--- config.mk ---
export PLATFORM = sky130hd
export DESIGN_NAME = oms_check_node
export DESIGN_NICKNAME = d
export VERILOG_FILES = /design/src/rtl/oms_pkg.sv /design/src/rtl/oms_offset_sel.sv /design/src/rtl/oms_min_track.sv /design/src/rtl/oms_edge_store.sv /design/src/rtl/oms_out_calc.sv /design/src/rtl/oms_check_node.sv
export SDC_FILE = /design/constraint.sdc
export NUM_CORES = 1
export LEC_CHECK = 0
export ABC_AREA = 1
export BUFFER_PORTS_ARGS = -buffer_cell sky130_fd_sc_hd__buf_2
export CORE_AREA = 2 2 87 89
export DETAILED_ROUTE_END_ITERATION = 12
export DIE_AREA = 0 0 89 91
export HOLD_SLACK_MARGIN = 0.1
export PLACE_DENSITY = 0.77
export SLEW_MARGIN = 30
export SYNTH_ARGS = -nofsm -noshare
export SYNTH_HDL_FRONTEND = slang
export SYNTH_SLANG_ARGS = --single-unit
--- constraint.sdc ---
create_clock -name clk -period 3.9 [get_ports clk]
set_clock_uncertainty 0.1 [all_clocks]
set_input_delay 0.39 -clock clk [delete_from_list [all_inputs] [get_ports clk]]
set_output_delay 0.39 -clock clk [all_outputs]
set_load 0.02 [all_outputs]
--- src/rtl/oms_pkg.sv ---
package oms_pkg;

   typedef enum logic [1:0] {
      MODE_R78   = 2'd0,
      MODE_R34   = 2'd1,
      MODE_R12   = 2'd2,
      MODE_SPARE = 2'd3
   } code_rate_e;

endpackage

--- src/rtl/oms_offset_sel.sv ---
module oms_offset_sel #(
   parameter int MAG_W   = 5,
   parameter int OFF_R78 = 4,
   parameter int OFF_R34 = 3,
   parameter int OFF_R12 = 2
) (
   input  oms_pkg::code_rate_e mode,
   output logic [MAG_W-1:0]    offset
);
   import oms_pkg::*;

   localparam int MAX_MAG = (1 << MAG_W) - 1;

   if (OFF_R78 < 0 || OFF_R78 > MAX_MAG) begin : g_bad_r78
      $error("oms_offset_sel: OFF_R78 outside magnitude range");
   end
   if (OFF_R34 < 0 || OFF_R34 > MAX_MAG) begin : g_bad_r34
      $error("oms_offset_sel: OFF_R34 outside magnitude range");
   end
   if (OFF_R12 < 0 || OFF_R12 > MAX_MAG) begin : g_bad_r12
      $error("oms_offset_sel: OFF_R12 outside magnitude range");
   end

   always_comb begin
      unique case (mode)
         MODE_R34: offset = MAG_W'(OFF_R34);
         MODE_R12: offset = MAG_W'(OFF_R12);
         default:  offset = MAG_W'(OFF_R78);
      endcase
   end

endmodule

--- src/rtl/oms_min_track.sv ---
module oms_min_track #(
   parameter int MAG_W = 5,
   parameter int IDX_W = 5
) (
   input  logic             clk,
   input  logic             rst_n,
   input  logic             upd,
   input  logic             first,
   input  logic             sgn,
   input  logic [MAG_W-1:0] mag,
   input  logic [IDX_W-1:0] eidx,
   output logic [MAG_W-1:0] min1,
   output logic [MAG_W-1:0] min2,
   output logic [IDX_W-1:0] min_idx,
   output logic             parity
);
   localparam logic [MAG_W-1:0] MAX_MAG = {MAG_W{1'b1}};

   always_ff @(posedge clk or negedge rst_n) begin
      if (!rst_n) begin
         min1    <= MAX_MAG;
         min2    <= MAX_MAG;
         min_idx <= '0;
         parity  <= 1'b0;
      end else if (upd) begin
         if (first) begin
            min1    <= mag;
            min2    <= MAX_MAG;
            min_idx <= eidx;
            parity  <= sgn;
         end else begin
            parity <= parity ^ sgn;
            if (mag < min1) begin
               min2    <= min1;
               min1    <= mag;
               min_idx <= eidx;
            end else if (mag < min2) begin
               min2 <= mag;
            end
         end
      end
   end

endmodule

--- src/rtl/oms_edge_store.sv ---
module oms_edge_store #(
   parameter int DEPTH = 32,
   parameter int MSG_W = 6,
   parameter int IDX_W = 5
) (
   input  logic             clk,
   input  logic             rst_n,
   input  logic             we,
   input  logic [IDX_W-1:0] waddr,
   input  logic [MSG_W-1:0] wdata,
   input  logic [IDX_W-1:0] raddr,
   output logic [MSG_W-1:0] rdata
);
   logic [DEPTH*MSG_W-1:0] flat;

   for (genvar g = 0; g < DEPTH; g++) begin : g_ent
      logic [MSG_W-1:0] q;
      always_ff @(posedge clk or negedge rst_n) begin
         if (!rst_n) begin
            q <= '0;
         end else if (we && (waddr == IDX_W'(g))) begin
            q <= wdata;
         end
      end
      assign flat[g*MSG_W +: MSG_W] = q;
   end

   assign rdata = flat[int'(raddr)*MSG_W +: MSG_W];

endmodule

--- src/rtl/oms_out_calc.sv ---
module oms_out_calc #(
   parameter int MSG_W = 6,
   parameter int IDX_W = 5
) (
   input  logic [MSG_W-2:0] min1,
   input  logic [MSG_W-2:0] min2,
   input  logic [IDX_W-1:0] min_idx,
   input  logic             parity,
   input  logic [IDX_W-1:0] eidx,
   input  logic             esgn,
   input  logic [MSG_W-2:0] offset,
   output logic [MSG_W-1:0] msg
);
   localparam int MAG_W = MSG_W - 1;

   logic [MAG_W-1:0] other;
   logic [MAG_W-1:0] mag;
   logic             sgn;

   always_comb begin
      other = (eidx == min_idx) ? min2 : min1;
      mag   = (other > offset) ? (other - offset) : '0;
      sgn   = (mag != '0) && (parity ^ esgn);
      msg   = {sgn, mag};
   end

endmodule

--- src/rtl/oms_check_node.sv ---
module oms_check_node #(
   parameter int MSG_W   = 6,
   parameter int MAX_DEG = 32,
   parameter int OFF_R78 = 4,
   parameter int OFF_R34 = 3,
   parameter int OFF_R12 = 2
) (
   input  logic             clk,
   input  logic             rst_n,
   input  logic             in_valid,
   output logic             in_ready,
   input  logic [MSG_W-1:0] in_msg,
   input  logic             in_last,
   input  logic [1:0]       in_mode,
   output logic             out_valid,
   input  logic             out_ready,
   output logic [MSG_W-1:0] out_msg,
   output logic             out_last
);
   import oms_pkg::*;

   localparam int MAG_W = MSG_W - 1;
   localparam int IDX_W = (MAX_DEG > 1) ? $clog2(MAX_DEG) : 1;
   localparam logic [IDX_W-1:0] LAST_IDX = IDX_W'(MAX_DEG - 1);

   if (MSG_W < 2) begin : g_bad_msg
      $error("oms_check_node: MSG_W must be at least 2");
   end
   if (MAX_DEG < 2) begin : g_bad_deg
      $error("oms_check_node: MAX_DEG must be at least 2");
   end

   logic             acc_in;
   logic             acc_out;
   logic             fin_out;
   logic             first_edge;
   logic             row_end;
   logic             out_phase;
   logic [IDX_W-1:0] cnt;
   logic [IDX_W-1:0] deg_last;
   logic [IDX_W-1:0] out_idx;
   code_rate_e       mode_q;

   logic [MAG_W-1:0] min1;
   logic [MAG_W-1:0] min2;
   logic [IDX_W-1:0] min_idx;
   logic             parity;
   logic [MAG_W-1:0] offset;
   logic [MSG_W-1:0] edge_msg;

   assign acc_out    = out_valid && out_ready;
   assign fin_out    = acc_out && out_last;
   assign in_ready   = !out_phase || fin_out;
   assign acc_in     = in_valid && in_ready;
   assign first_edge = (cnt == '0);
   assign row_end    = in_last || (cnt == LAST_IDX);

   assign out_valid  = out_phase;
   assign out_last   = out_phase && (out_idx == deg_last);

   always_ff @(posedge clk or negedge rst_n) begin
      if (!rst_n) begin
         cnt       <= '0;
         deg_last  <= '0;
         out_idx   <= '0;
         out_phase <= 1'b0;
         mode_q    <= MODE_R78;
      end else begin
         if (acc_in) begin
            cnt <= row_end ? '0 : cnt + 1'b1;
            if (first_edge) begin
               mode_q <= code_rate_e'(in_mode);
            end
            if (row_end) begin
               deg_last <= cnt;
            end
         end
         if (acc_in && row_end) begin
            out_phase <= 1'b1;
            out_idx   <= '0;
         end else if (fin_out) begin
            out_phase <= 1'b0;
         end else if (acc_out) begin
            out_idx <= out_idx + 1'b1;
         end
      end
   end

   oms_edge_store #(
      .DEPTH (MAX_DEG),
      .MSG_W (MSG_W),
      .IDX_W (IDX_W)
   ) u_store (
      .clk   (clk),
      .rst_n (rst_n),
      .we    (acc_in),
      .waddr (cnt),
      .wdata (in_msg),
      .raddr (out_idx),
      .rdata (edge_msg)
   );

   oms_min_track #(
      .MAG_W (MAG_W),
      .IDX_W (IDX_W)
   ) u_track (
      .clk     (clk),
      .rst_n   (rst_n),
      .upd     (acc_in),
      .first   (first_edge),
      .sgn     (in_msg[MSG_W-1]),
      .mag     (in_msg[MAG_W-1:0]),
      .eidx    (cnt),
      .min1    (min1),
      .min2    (min2),
      .min_idx (min_idx),
      .parity  (parity)
   );

   oms_offset_sel #(
      .MAG_W   (MAG_W),
      .OFF_R78 (OFF_R78),
      .OFF_R34 (OFF_R34),
      .OFF_R12 (OFF_R12)
   ) u_offset (
      .mode   (mode_q),
      .offset (offset)
   );

   oms_out_calc #(
      .MSG_W (MSG_W),
      .IDX_W (IDX_W)
   ) u_calc (
      .min1    (min1),
      .min2    (min2),
      .min_idx (min_idx),
      .parity  (parity),
      .eidx    (out_idx),
      .esgn    (edge_msg[MSG_W-1]),
      .offset  (offset),
      .msg     (out_msg)
   );

endmodule

==> metrics.md <==
| Metric | Value |
|---|---|
| Minimum clock period | `3520 ps` |
| Setup CP Type | `register to primary output` |
| Pre-antenna DRT Iters | `5` |
| Crit path max-delay cell type | `dfrtp_1` |
| Antenna Cells | `0` |
| Cell area power density | `approximately 890 nW/um2` |
| Top cells by instance count after synthesis | `138 x nand2_1, 74 x nor2_1, 56 x dfrtp_1, 56 x inv_1, 48 x o21ai_0` |
| Finish-stage setup viols | `0` |
| Final hold violation count | `0` |
| Initial core utilization | `59.2%` |
| Slew margin rel. | `40.2%` |
| Clock latency at the later pin of the worst-skew pair | `340 ps` |
| Final ANT Viol Nets | `0` |
| Startpoint Class | `register` |
| First-pass GRT wire length | `16.9 mm` |
| # H-tree levels | `3` |
| Synth Instances | `574` |
| F_max | `~280 MHz` |
| Fillers | `649` |
| Post-route cell area | `roughly 4600 um2` |
| Layout cell share with drive strength beyond 1 | `~15%` |
| Main synth FF type | `dfrtp_1` |
| Total grt overflow | `0` |
| Actual slew at the worst max-slew pin | `892 ps` |
| Leakage | `2.21 nW` |
| Crit path top cell by count | `nand2_1` |
| CTS tree | `built` |
| Max Cap Viol | `0` |
| Detailed Place HPWL | `7.14 mm` |
| Setup crit end kind | `primary output` |
| Starting DRT DRC Count | `roughly 290` |
| Routed wire length | `9.92 mm` |
| Period utilization | `90.3%` |
| RSZ-0062 raised after global routing | `false` |
| Routability Congestion | `0.906` |
| Max incr delay on CP | `470 ps` |
| Syn nets | `607` |
| Crit Path Max Fanout | `10` |
| Share of the synthesized area in the top cell type | `around 33%` |
| Synth Register Bits | `66` |
| Overall routing resource usage | `between 20% and 30%` |
| Vias | `3836` |
| Most common cell in the netlist | `nand2_1` |
| Synth async-reset ratio | `100%` |
| TritonCTS Buffers | `9` |
| Number of synthesized flops with an enable pin | `0` |
| Io pins | `22` |
| Setup_tns | `0 ps` |
| Nets | `623` |
| Req. time, crit path | `3410 ps` |
| Dominant cell type by area after synthesis | `dfrtp_1` |
| Vias in the first global route | `3612` |
| CP Cell Sequence | `inv_2 > nand2_1 > nand2_1 > nor2_4 > nand3_4 > nand2_1 > o21ai_0 > ha_1 > fa_1 > inv_1 > nand2_1 > inv_1 > nor2_1 > nand2_1 > inv_1 > nand2_1 > nand2_1 > nor2_1 > a21oi_1 > buf_2` |
| Status | `finished clean` |
| Top cells by area, synth | `dfrtp_1 33%, nand2_1 12%, nor2_1 6.6%` |
| # DRC | `0` |
| Die width | `89 um` |
| Longest Clk Path Bufs | `2` |
| DP Area | `4380 um2` |
| Initial antenna violation count | `0` |
| CTS sink cnt | `66` |
| YS warnings | `0` |
| Largest net degree at the start of global routing | `40` |
| CP arrival | `3030 ps` |
| Mapped Area | `4230 um2` |
| Max VDD drop | `between 0.3 and 0.4 mV` |
| Worst min path class | `input port to register` |
| Layout area overhead | `9.44%` |
| Die footprint | `about 8100 um2` |
| IO Port Bufs | `21` |
| Post-synthesis sequential area ratio | `about two fifths` |
| Syn avg cell area | `around 7.4 um2` |
| Clock transition at path regs | `70 ps` |
| Die height | `91 um` |
| FP Rows | `31` |
| Cell variety after synth | `31` |
| Area of the core | `roughly 7100 um2` |
| CTS Root Buffer Type | `clkbuf_8` |
| Vias per cell | `~5.5` |
| Routed length per placed instance | `14.3 um` |
| Max Slew Vio Count | `0` |
[critical path: cells and delay by family, from the launching register on]
kind                       cells  cell delay [ps]
and+or+nand+nor               11              950
adders and majority gates      2              600
buffers and inverters          5              520
DFF                            1              470
AOI/OAI and AO/OA              2              150
[cell usage in the layout (no fill, tap or decap), types with 2 or more instances in the layout]
cell type,instances
nand2_1,138
inv_2,3
o21ai_0,46
dfstp_2,10
o211ai_1,5
nand4_1,4
nor2_1,74
o21ai_1,42
clkbuf_8,11
buf_4,8
ha_1,19
a21oi_1,11
clkinvlp_4,2
nand3_2,24
dfrtp_1,55
nand3_1,41
inv_1,55
or2_2,2
buf_2,20
clkinv_1,2
xor2_1,3
nor3_1,3
[state kept, by name, summed over array words and instances, names as in the netlist]
signal / count
cnt: 5
deg_last: 5
mode_q: 2
out_idx: 5
out_valid: 1
u_store.g_ent.q: 32
u_track.min1: 5
u_track.min2: 5
u_track.min_idx: 5
u_track.parity: 1
[logic make-up after synthesis]
kind of cell / share of synthesized area (%)
fa+ha+maj: 6.10
buf+inv: 8.47
simple gates: 31.4
compound gates: 13.8
flops: 39.4
xor+xnor: 0.829
[final timing paths]
kind | startpoint | end | slack, ps | cells past startpoint
worst min-delay path | in_msg[1] | u_track.min1[1]$_DFFE_PN1P_ | 190 | 3
worst max-delay path | out_idx[2]$_DFFE_PN0P_ | out_msg[5] | 380 | 20
worst min register to register | u_track.min1[0]$_DFFE_PN1P_ | u_track.min1[0]$_DFFE_PN1P_ | 370 | 2
worst max register to register | out_idx[0]$_DFFE_PN0P_ | u_track.min_idx[1]$_DFFE_PN0P_ | 720 | 8
max in group asynchronous | rst_n | deg_last[4]$_DFFE_PN0P_ | 2380 | 4
min in group asynchronous | rst_n | u_store.g_ent[26].q[5]$_DFFE_PN0P_ | 460 | 2
[repair_timing]
item                                   4_1_cts  5_1_grt
hold buffers                                 1        0
buffers inserted                             0        2
setup endpoints to repair                    0        6
endpoints found under the hold margin       25        0
resized for setup                            0        5
[where the power goes]
group	internal, mW	switching [mW]	leakage, nW	total (mW)
registers	0.929	0.190	0.855	1.12
clock network	0.329	0.264	0.0986	0.594
logic	0.810	1.61	1.25	2.42
[layout make-up]
class | instances | area [um2] | area share [%]
clock inverters | 4 | 50.0 | 1.08
clock buffers | 12 | 155 | 3.35
multi-input cells | 423 | 2220 | 47.9
well taps | 99 | 124 | 2.68
repair buffers | 30 | 190 | 4.11
flip-flops and latches | 66 | 1670 | 36.0
inverters | 60 | 225 | 4.87
[stage by stage]
| stage | utilization [%] | hold slack (ps) | total power [mW] | setup slack [ps] | std cells |
|---|---|---|---|---|---|
| global placement | 61.4 | 362 | 3.40 | 600 | 675 |
| CTS | 64.4 | 176 | 4.09 | 19.2 | 692 |
| global route | 64.8 | 187 | 4.53 | 17.3 | 694 |
| floorplan | - | -5.59 | 2.94 | 808 | 574 |
| finish | 64.8 | 187 | 4.13 | 380 | 694 |
| detailed placement | 61.4 | 365 | 3.49 | 401 | 675 |
[per-layer routing]
| metal | vias up | wire (um) | GRT usage, % |
|---|---|---|---|
| li1 | 1898 | - | - |
| met2 | 111 | 4840 | 42.5 |
| met4 | 0 | 231 | 9.20 |
| met3 | 22 | 466 | 5.64 |
| met5 | - | 0 | 0 |
| met1 | 1805 | 4390 | 35.9 |
(Power assumes the default switching activity.)
